===== config.mk =====
export PLATFORM = sky130hd
export DESIGN_NAME = refresh_scheduler
export DESIGN_NICKNAME = d
export VERILOG_FILES = /design/src/rtl/rfs_pkg.sv /design/src/rtl/rfs_interval_timer.sv /design/src/rtl/rfs_owe_ledger.sv /design/src/rtl/rfs_row_counter.sv /design/src/rtl/rfs_sequencer.sv /design/src/rtl/refresh_scheduler.sv
export SDC_FILE = /design/constraint.sdc
export NUM_CORES = 1
export LEC_CHECK = 0
export CAP_MARGIN = 30
export CORE_ASPECT_RATIO = 0.6
export CORE_MARGIN = 4
export CORE_UTILIZATION = 58
export CTS_BUF_LIST = sky130_fd_sc_hd__clkbuf_2
export CTS_CLUSTER_SIZE = 16
export DETAILED_ROUTE_END_ITERATION = 8
export HOLD_SLACK_MARGIN = 0.1
export PLACE_DENSITY = 0.93
export SYNTH_ARGS = -nofsm -noshare
export SYNTH_HDL_FRONTEND = slang
export SYNTH_SLANG_ARGS = --single-unit
export TNS_END_PERCENT = 100

===== constraint.sdc =====
create_clock -name clk -period 2.9 [get_ports clk]
set_input_delay 0.58 -clock clk [delete_from_list [all_inputs] [get_ports clk]]
set_output_delay 0.58 -clock clk [all_outputs]
set_load 0.02 [all_outputs]

===== src/rtl/rfs_pkg.sv =====
package rfs_pkg;
  localparam int DUR_W = 16;

  typedef enum logic [3:0] {
    ST_IDLE,
    ST_WAIT,
    ST_CBR_CAS,
    ST_CBR_RAS,
    ST_RO_RAS,
    ST_PRE,
    ST_SR_CAS,
    ST_SR_HOLD,
    ST_SR_ON,
    ST_SR_EXIT
  } rfs_state_e;
endpackage


===== src/rtl/rfs_interval_timer.sv =====
module rfs_interval_timer #(
  parameter int INT_SMALL = 1562,
  parameter int INT_LARGE = 1562,
  localparam int INT_MAX = (INT_SMALL > INT_LARGE) ? INT_SMALL : INT_LARGE,
  localparam int TW = $clog2(INT_MAX + 1)
) (
  input  logic clk,
  input  logic rst_n,
  input  logic cfg_large,
  output logic tick
);
  logic [TW-1:0] cnt_q, cnt_d, limit;

  always_comb begin
    limit = cfg_large ? TW'(INT_LARGE - 1) : TW'(INT_SMALL - 1);
    tick  = (cnt_q >= limit);
    cnt_d = tick ? '0 : cnt_q + TW'(1);
  end

  always_ff @(posedge clk or negedge rst_n) begin
    if (!rst_n) cnt_q <= '0;
    else        cnt_q <= cnt_d;
  end
endmodule


===== src/rtl/rfs_owe_ledger.sv =====
module rfs_owe_ledger #(
  parameter int MAX_OWE = 8,
  localparam int OW = $clog2(MAX_OWE + 1)
) (
  input  logic clk,
  input  logic rst_n,
  input  logic accrue,
  input  logic take,
  output logic have_owe,
  output logic full
);
  logic [OW-1:0] owe_q, owe_d;
  logic          owe_en;

  always_comb begin
    owe_d  = owe_q;
    owe_en = 1'b0;
    if (accrue && !take) begin
      if (owe_q != OW'(MAX_OWE)) begin
        owe_d  = owe_q + OW'(1);
        owe_en = 1'b1;
      end
    end else if (take && !accrue) begin
      owe_d  = owe_q - OW'(1);
      owe_en = 1'b1;
    end
    have_owe = (owe_q != '0);
    full     = (owe_q == OW'(MAX_OWE));
  end

  always_ff @(posedge clk or negedge rst_n) begin
    if (!rst_n)      owe_q <= '0;
    else if (owe_en) owe_q <= owe_d;
  end
endmodule


===== src/rtl/rfs_row_counter.sv =====
module rfs_row_counter #(
  parameter int ROWS_SMALL = 1024,
  parameter int ROWS_LARGE = 2048,
  localparam int RW = $clog2(ROWS_LARGE)
) (
  input  logic          clk,
  input  logic          rst_n,
  input  logic          cfg_large,
  input  logic          step,
  output logic [RW-1:0] row
);
  logic [RW-1:0] row_q, row_d, last;

  always_comb begin
    last  = cfg_large ? RW'(ROWS_LARGE - 1) : RW'(ROWS_SMALL - 1);
    row_d = (row_q >= last) ? '0 : row_q + RW'(1);
    row   = row_q;
  end

  always_ff @(posedge clk or negedge rst_n) begin
    if (!rst_n)    row_q <= '0;
    else if (step) row_q <= row_d;
  end
endmodule


===== src/rtl/rfs_sequencer.sv =====
module rfs_sequencer
  import rfs_pkg::*;
#(
  parameter int ROWS_SMALL  = 1024,
  parameter int ROWS_LARGE  = 2048,
  parameter int RAS_LOW_CYC = 4,
  parameter int PRE_CYC     = 2,
  localparam int BW = $clog2(ROWS_LARGE) + 1
) (
  input  logic             clk,
  input  logic             rst_n,
  input  logic             cfg_large,
  input  logic             cfg_ras_only,
  input  logic [DUR_W-1:0] cfg_tras_ss,
  input  logic [DUR_W-1:0] cfg_trps,
  input  logic             sr_want,
  input  logic             bus_gnt,
  input  logic             have_owe,
  output rfs_state_e       state,
  output logic             take,
  output logic             row_step,
  output logic             accrue_ok
);
  rfs_state_e       st_q, st_d;
  logic [DUR_W-1:0] dur_q, dur_d;
  logic [BW-1:0]    burst_q, burst_d;

  function automatic logic [DUR_W-1:0] len_m1(input logic [DUR_W-1:0] n);
    return (n == '0) ? '0 : n - DUR_W'(1);
  endfunction

  localparam logic [DUR_W-1:0] RAS_LEN = DUR_W'(RAS_LOW_CYC);
  localparam logic [DUR_W-1:0] PRE_LEN = DUR_W'(PRE_CYC);

  always_comb begin
    st_d     = st_q;
    dur_d    = (dur_q != '0) ? dur_q - DUR_W'(1) : '0;
    burst_d  = burst_q;
    take     = 1'b0;
    row_step = 1'b0;
    unique case (st_q)
      ST_IDLE: if (have_owe || sr_want) st_d = ST_WAIT;
      ST_WAIT: begin
        if (!have_owe && !sr_want) begin
          st_d = ST_IDLE;
        end else if (bus_gnt) begin
          if (have_owe) begin
            take = 1'b1;
            if (cfg_ras_only) begin
              st_d  = ST_RO_RAS;
              dur_d = len_m1(RAS_LEN);
            end else begin
              st_d = ST_CBR_CAS;
            end
          end else begin
            st_d = ST_SR_CAS;
          end
        end
      end
      ST_CBR_CAS: begin
        st_d  = ST_CBR_RAS;
        dur_d = len_m1(RAS_LEN);
      end
      ST_CBR_RAS: if (dur_q == '0) begin
        st_d  = ST_PRE;
        dur_d = len_m1(PRE_LEN);
      end
      ST_RO_RAS: if (dur_q == '0) begin
        st_d     = ST_PRE;
        dur_d    = len_m1(PRE_LEN);
        row_step = 1'b1;
        if (burst_q != '0) burst_d = burst_q - BW'(1);
      end
      ST_PRE: if (dur_q == '0) begin
        if (burst_q != '0) begin
          st_d  = ST_RO_RAS;
          dur_d = len_m1(RAS_LEN);
        end else begin
          st_d = ST_IDLE;
        end
      end
      ST_SR_CAS: begin
        st_d  = ST_SR_HOLD;
        dur_d = len_m1(cfg_tras_ss);
      end
      ST_SR_HOLD: if (dur_q == '0) st_d = ST_SR_ON;
      ST_SR_ON: if (!sr_want) begin
        st_d  = ST_SR_EXIT;
        dur_d = len_m1(cfg_trps);
      end
      ST_SR_EXIT: if (dur_q == '0) begin
        if (cfg_ras_only) begin
          st_d    = ST_RO_RAS;
          dur_d   = len_m1(RAS_LEN);
          burst_d = cfg_large ? BW'(ROWS_LARGE) : BW'(ROWS_SMALL);
        end else begin
          st_d = ST_IDLE;
        end
      end
      default: st_d = ST_IDLE;
    endcase
  end

  always_comb begin
    accrue_ok = (burst_q == '0) &&
                !(st_q inside {ST_SR_CAS, ST_SR_HOLD, ST_SR_ON, ST_SR_EXIT});
    state = st_q;
  end

  always_ff @(posedge clk or negedge rst_n) begin
    if (!rst_n) begin
      st_q    <= ST_IDLE;
      dur_q   <= '0;
      burst_q <= '0;
    end else begin
      st_q    <= st_d;
      dur_q   <= dur_d;
      burst_q <= burst_d;
    end
  end
endmodule


===== src/rtl/refresh_scheduler.sv =====
module refresh_scheduler
  import rfs_pkg::*;
#(
  parameter int CLK_KHZ      = 100000,
  parameter int WIN_MS_SMALL = 16,
  parameter int WIN_MS_LARGE = 32,
  parameter int ROWS_SMALL   = 1024,
  parameter int ROWS_LARGE   = 2048,
  parameter int MAX_OWE      = 8,
  parameter int RAS_LOW_CYC  = 4,
  parameter int PRE_CYC      = 2,
  localparam int ROW_W = $clog2(ROWS_LARGE)
) (
  input  logic             clk,
  input  logic             rst_n,
  input  logic             cfg_large,
  input  logic             cfg_ras_only,
  input  logic [15:0]      cfg_tras_ss,
  input  logic [15:0]      cfg_trps,
  input  logic             sr_req,
  input  logic             bus_gnt,
  output logic             bus_req,
  output logic             ras_n,
  output logic             cas_n,
  output logic             addr_oe,
  output logic [ROW_W-1:0] row_addr,
  output logic             sr_active,
  output logic             refresh_urgent
);
  localparam int INT_SMALL = CLK_KHZ * WIN_MS_SMALL / ROWS_SMALL;
  localparam int INT_LARGE = CLK_KHZ * WIN_MS_LARGE / ROWS_LARGE;

  logic       sr_req_q;
  logic       tick, accrue_ok, take, row_step, have_owe;
  rfs_state_e state;

  always_ff @(posedge clk or negedge rst_n) begin
    if (!rst_n) sr_req_q <= 1'b0;
    else        sr_req_q <= sr_req;
  end

  rfs_interval_timer #(.INT_SMALL(INT_SMALL), .INT_LARGE(INT_LARGE)) u_timer (
    .clk(clk), .rst_n(rst_n), .cfg_large(cfg_large), .tick(tick)
  );

  rfs_owe_ledger #(.MAX_OWE(MAX_OWE)) u_ledger (
    .clk(clk), .rst_n(rst_n), .accrue(tick && accrue_ok), .take(take),
    .have_owe(have_owe), .full(refresh_urgent)
  );

  rfs_row_counter #(.ROWS_SMALL(ROWS_SMALL), .ROWS_LARGE(ROWS_LARGE)) u_rows (
    .clk(clk), .rst_n(rst_n), .cfg_large(cfg_large), .step(row_step), .row(row_addr)
  );

  rfs_sequencer #(
    .ROWS_SMALL(ROWS_SMALL), .ROWS_LARGE(ROWS_LARGE),
    .RAS_LOW_CYC(RAS_LOW_CYC), .PRE_CYC(PRE_CYC)
  ) u_seq (
    .clk(clk), .rst_n(rst_n), .cfg_large(cfg_large), .cfg_ras_only(cfg_ras_only),
    .cfg_tras_ss(cfg_tras_ss), .cfg_trps(cfg_trps), .sr_want(sr_req_q),
    .bus_gnt(bus_gnt), .have_owe(have_owe), .state(state), .take(take),
    .row_step(row_step), .accrue_ok(accrue_ok)
  );

  always_comb begin
    bus_req   = (state != ST_IDLE);
    ras_n     = !(state inside {ST_CBR_RAS, ST_RO_RAS, ST_SR_HOLD, ST_SR_ON});
    cas_n     = !(state inside {ST_CBR_CAS, ST_CBR_RAS, ST_SR_CAS, ST_SR_HOLD, ST_SR_ON});
    addr_oe   = (state == ST_RO_RAS);
    sr_active = (state == ST_SR_ON);
  end
endmodule


==> summary.txt, run 1 <==
Cells and area
  • Post-layout util: 0.740
  • Multi-input gate area: 0.00273 mm2
  • ANT cells: 0
  • Commonest non-fill, non-tap cell in the layout: dfrtp_1
  • Register area: 0.00148 mm2
  • Fillers: 520
  • Share of cells above drive strength 1: 0.151
  • Area growth, synth to finish: 23.0%
  • # nets final: 647
  • Commonest non-fill, non-tap cells in the layout: dfrtp_1, clkdlybuf4s50_1, buf_4

Yosys
  • Syn_area_per_cell: 8.65 um2
  • Top_reg_cell synth: dfrtp_1
  • Post-synth EDFFs: 0
  • Seq/Total Area, Yosys: 0.336
  • #FFs+latches synth: 59
  • Mapped cell area: 0.00439 mm2
  • Netlist cell types: 61
  • Mapped Nets: 559
  • Yosys warns: 0
  • Post-Synthesis Cells: 508
  • Async SR Flop Fraction: 1.00

Clocking
  • Clk buf depth: 2
  • Post-CTS Setup Bufs: 0
  • Worst-Skew Late Latency: 600 ps
  • CTS tree: built
  • Count of hold-fix buffers inserted at cts: 0
  • Clock Sink Count: 59
  • Worst-path clk slew: 210 ps
  • TritonCTS buffer count: 9
  • H-Tree Depth: 3
  • Root Buffer: clkbuf_2

STA
  • Fin. Hold Viols: 0
  • Worst slew margin: 0.491
  • Slew @ Worst Pin: 764 ps
  • Period minus WS final: 2840 ps
  • Crit share post-route: 0.978
  • Skew final: 40.2 ps
  • Final hold slack: 120 ps
  • RSZ-0062 raised after global routing: no
  • Final Max Slew Viols: 0
  • Max Fclk: 0.352 GHz
  • # setup viols final: 0

Run status
  • Outcome: finished clean

Global routing
  • First-pass GRT wire length: 21400 um
  • Total track usage: 0.301
  • Global route overflow: 0
  • Largest net degree at the start of global routing: 60
  • Initial antenna violation count: 0
  • Vias in the first global route: 4346

Power and ir drop
  • Peak supply drop: 0.000493 V
  • Combinational share of power: 0.485
  • Power Total: 2.99 mW
  • Sw power: 1.32 mW
  • Leakage: 2.23 nW
  • P per Cell Area: 553 mW/mm2
  • Clock Power Share: 0.152
  • Reg power frac: 0.363
  • Int Pwr: 1.67 mW
  • Net Sw Frac: 0.441

Drt
  • Initial DRC Count: 787
  • Vias per cell: 6.61
  • Routed Antenna Nets: 0
  • Drt pass-1 iters: 6
  • WL final: 13400 um
  • Via Count: 4659
  • Drc violations: 0
  • WL per Instance: 19.0 um

Floorplanning
  • Die ar.: 0.00907 mm2
  • Die X: 120 um
  • DIE HEIGHT: 75.4 um
  • Initial Util: 0.602
  • Core area: 0.00730 mm2
  • I/O Pins: 55
  • Row count: 24

Critical path
  • Critical path fanouts, max: 9
  • Startpoint class of the critical path: flip-flop
  • CP Class: flip-flop to flip-flop
  • Worst Path Arrival: 3350 ps
  • Worst path cell trace: inv_1 > ha_1 > or4b_1 > buf_4 > nor3_1 > nand3b_1 > buf_4 > or4_1 > nand2_1
  • CP max-delay cell: or4b_1
  • CP Data Required Time: 3420 ps
  • Worst Setup End Kind: flip-flop
  • Most frequent CP cell: buf_4
  • Crit path largest cell delay: 510 ps

Placement
  • Final HPWL DP: 10300 um
  • Final Wtd Congestion: 1.01
  • I/O Buffers: 54

Worst hold path
  • Min-delay worst type: input pin to async pin

Flow run
  • Number of max-cap violations: 0
[sequential cells by signal (all words and copies together) (netlist names)]
register	cells
u_ledger.owe_q	4
u_seq.state	4
u_seq.dur_q	16
u_seq.burst_q	12
sr_req_q	1
u_rows.row	11
u_timer.cnt_q	11
[power by group through the flow]
stage	registers [mW]	logic, mW	clock network, mW
6_report	1.09	1.45	0.454
3_3_place_gp	1.08	1.32	0
4_1_cts	1.08	1.40	0.450
2_1_floorplan	1.07	0.944	0
3_5_place_dp	1.09	1.40	0
5_1_grt	1.10	1.54	0.495
[worst max-delay path: cells and delay by family (launching register included)]
kind | cells | cell delay [ps]
AND/OR/NAND/NOR | 5 | 1490
adder cells (fa/ha/maj) | 1 | 240
flip-flops | 1 | 430
buffers and inverters | 3 | 590
[cell usage after synthesis, drive strengths merged (9+ instances only)]
cell type | number | share of area
clkbuf | 16 | 0.015
nand3 | 17 | 0.019
xnor2 | 29 | 0.058
nand4 | 9 | 0.013
inv | 23 | 0.020
or3 | 9 | 0.013
nand2 | 44 | 0.038
o21ai | 22 | 0.025
or4 | 18 | 0.032
nor4 | 21 | 0.042
o221ai | 12 | 0.024
dfrtp | 59 | 0.34
nor3 | 21 | 0.024
ha | 12 | 0.034
o31ai | 9 | 0.015
nor2 | 41 | 0.035
a21oi | 22 | 0.025
xor2 | 23 | 0.046
[per-stage QoR]
step           TNS [ps]  area, um2  instances  setup WS [ps]
3_5_place_dp       -905       5290        689           -129
2_1_floorplan         0       4390        508            299
3_3_place_gp      -88.2       5290        689          -32.9
6_report              0       5400        705           62.9
4_1_cts               0       5380        705           1.92
5_1_grt               0       5400        705           28.8
[path summary, 6_finish.rpt]
kind | to | from | depth (start not counted) | slack (ps)
min in group clk | sr_req_q | sr_req | 1 | 390
min reg2reg | u_ledger.owe_q[3] | u_ledger.owe_q[3] | 1 | 520
min | u_seq.dur_q[0] | rst_n | 2 | 120
max in group asynchronous | u_seq.burst_q[0] | rst_n | 2 | 2260
max reg2reg | u_seq.burst_q[9] | u_seq.dur_q[0] | 9 | 60
max | u_seq.burst_q[9] | u_seq.dur_q[0] | 9 | 60
[cells by family after synthesis]
family,count (synthesis),synth area share
simple gates,224,0.290
mux,7,0.0174
compound gates,106,0.167
flops,59,0.336
fa+ha+maj,13,0.0387
xor+xnor,52,0.104
buf+inv,47,0.0470
[layout make-up]
type                    instances  area share
clock buffers                   9     0.00834
clock inverters                 7     0.00834
inverters                      23      0.0160
multi-input cells             402       0.505
flip-flops and latches         59       0.273
well taps                     104      0.0241
repair buffers                101       0.165
[metal layers]
layer	share of wire	track usage	up-vias	wire, um
met2	0.44	0.469	337	5890
met1	0.41	0.408	2184	5560
met3	0.12	0.103	67	1600
met5	0	0	-	0
met4	0.027	0.0854	0	362
li1	-	-	2071	-
[timing repair]
item	4_1_cts	5_1_grt
resized for setup	2	6
endpoints found under the setup margin	2	7
pin swaps	0	0
Note: power is estimated with default switching activity, not from simulation.
==> run 2, diff against run 1 <==
Settings changed: CORE_ASPECT_RATIO 0.6 to 1.4, CORE_UTILIZATION 58 to 30, MAX_ROUTING_LAYER set to met4, PLACE_DENSITY 0.93 to 0.58.
==> run 2 against run 1 <==
Against the previous run: flip-flop and latch count did not move; wire length fell by 7.5%; utilization fell by 36 points; global-route usage fell by 14 points; first-iteration DRC count fell by 55%; critical path depth fell by 5; sequential share of layout area fell by 0.41 points; largest power group unchanged.
==> summary.txt, run 2 (synthesized netlist as in run 1, its figures left out) <==
Global routing
  • Met1 Resource Use GR: 0.180
  • First-pass GRT wire length: 20700 um
  • Met2 GRT Util: 0.280
  • Vias in the first global route: 4296
  • Total track usage: 0.161
  • Grt met3 use: 0.0307
  • Initial antenna violation count: 2
  • Largest net degree at the start of global routing: 34
  • Global route overflow: 0
  • Gr busiest metal: met2

Cells and area
  • Commonest non-fill, non-tap cell in the layout: dfrtp_1
  • Share of cells above drive strength 1: 0.139
  • # nets final: 646
  • Cell Count, Final, Fillers Out: 790
  • Multi-input gate area: 0.00273 mm2
  • Fillers: 1453
  • Register area: 0.00148 mm2
  • Largest Register: u_seq.dur_q
  • Max reg flops: 16
  • Commonest non-fill, non-tap cells in the layout: dfrtp_1, clkdlybuf4s50_1, buf_4
  • Largest regs: u_seq.dur_q: 16 flops, u_seq.burst_q: 12 flops
  • Area growth, synth to finish: 24.9%

Clocking
  • Worst-Skew Late Latency: 490 ps
  • TritonCTS buffer count: 9
  • Post-CTS Setup Bufs: 0
  • CTS tree: built
  • Clock Sink Count: 59
  • Root Buffer: clkbuf_2
  • Worst-path clk slew: 170 ps
  • H-Tree Depth: 3
  • Clk buf depth: 2

STA
  • Fin worst setup slack: 125 ps
  • Final Max Slew Viols: 0
  • Slew @ Worst Pin: 491 ps
  • Skew final: 18.8 ps
  • Fin. Hold Viols: 0
  • # setup viols final: 0
  • Crit share post-route: 0.957
  • Period minus WS final: 2780 ps
  • Max Fclk: 0.360 GHz
  • Final hold slack: 494 ps
  • Worst slew margin: 0.670

Critical path
  • Critical path fanouts, max: 21
  • Most frequent CP cell: buf_4
  • Buf+Inv Stages, Crit Path: 3
  • Worst path cell trace: buf_4 > nor4b_2 > buf_4 > clkdlybuf4s50_1
  • CP Class: flip-flop to primary output
  • Worst Path Arrival: 2200 ps
  • Startpoint class of the critical path: flip-flop
  • Worst Reg-to-Reg Cells: 9
  • R2r startpoint: u_seq.dur_q[0]
  • CP Data Required Time: 2320 ps
  • Worst path depth: 4
  • Worst Setup End Kind: primary output
  • CP max-delay cell: clkdlybuf4s50_1
  • Cell family with most CP delay: buffers and inverters
  • CP Launch Point: u_seq.state[1]
  • Crit path largest cell delay: 610 ps

Power and ir drop
  • P per Cell Area: 522 mW/mm2
  • Leakage: 2.21 nW
  • Power Total: 2.86 mW
  • Peak supply drop: 0.000248 V

Placement
  • Final HPWL DP: 9760 um
  • I/O Buffers: 54
  • Final Wtd Congestion: 0.864
  • Placed Instances: 772
  • Place WS: -68.9 ps

Floorplanning
  • DIE HEIGHT: 151 um
  • Die X: 110 um
  • Row count: 52
  • Initial Util: 0.305
  • Die ar.: 0.0167 mm2
  • I/O Pins: 55
  • Core area: 0.0144 mm2

Worst hold path
  • Min-delay worst type: input pin to async pin

Drt
  • Drc violations: 0
  • Drt pass-1 iters: 4
  • Via Count: 4192
  • Vias per cell: 5.31
  • WL final: 12400 um
  • Routed Antenna Nets: 0
  • Initial DRC Count: 354
  • WL per Instance: 15.7 um

Run status
  • Outcome: finished clean

Flow run
  • Number of max-cap violations: 0
==> run 2: changes by cell type in the layout (fill, tap and decap cells not counted), moves of 2 or more <==
cell	previous run	this run
clkinv_1	1	5
diode_2	0	2
clkinvlp_4	3	0
buf_4	47	45
==> run 2: through the flow <==
stage	TNS [ps]	area [um2]	util
final	0	5490	0.381
after global routing	-29.5	5490	0.381
after CTS	0	5460	0.380
after detailed placement	-175	5380	0.374
after global placement	-152	5380	0.374
after floorplan	0	4390	-
==> run 2: final timing paths <==
check	endpoint	slack [ps]
hold reg to reg	u_ledger.owe_q[3]	510
max in group asynchronous	u_rows.row[2]	1640
hold / removal	u_seq.state[2]	490
min in group clk	u_ledger.owe_q[3]	510
setup reg to reg	u_seq.burst_q[3]	170
setup / recovery	sr_active	120
==> run 2: worst reg2reg max path, stage by stage, from the launching register on <==
cell      delay, ps
dfrtp_1         430
inv_1           110
ha_1            230
or4b_1          480
buf_4           190
nor3_1          190
nand3b_1        260
buf_4           250
or4_1           460
nand2_1          80
==> run 2: timing repair <==
item,4_1_cts,5_1_grt
resized for setup,2,4
hold buffers,1,0
hold endpoints to repair,10,0
setup endpoints to repair,1,4
==> run 2: area by class of cell <==
| type | instances | area share |
|---|---|---|
| Inverter | 23 | 0.0157 |
| Timing Repair Buffer | 100 | 0.162 |
| Sequential cell | 59 | 0.269 |
| Tap cell | 189 | 0.0431 |
| Antenna cell | 2 | 0.000912 |
| Multi-Input combinational cell | 402 | 0.497 |
| Clock buffer | 9 | 0.00821 |
| Clock inverter | 6 | 0.00433 |
==> run 2: routing by layer <==
| layer | up-vias | part of all wire | wire length, um |
|---|---|---|---|
| met3 | 28 | 0.032 | 402 |
| met2 | 94 | 0.53 | 6580 |
| met4 | 0 | 0.029 | 364 |
| met5 | - | 0 | 0 |
| met1 | 2000 | 0.41 | 5060 |
| li1 | 2070 | - | - |
==> run 2: report_power, final <==
part,switching (mW),leakage [nW],total [mW],internal (mW)
Clock,0.302,0.0491,0.395,0.0930
Sequential,0.125,0.707,1.08,0.951
Combinational,0.770,1.46,1.39,0.622
Total,1.20,2.21,2.86,1.67
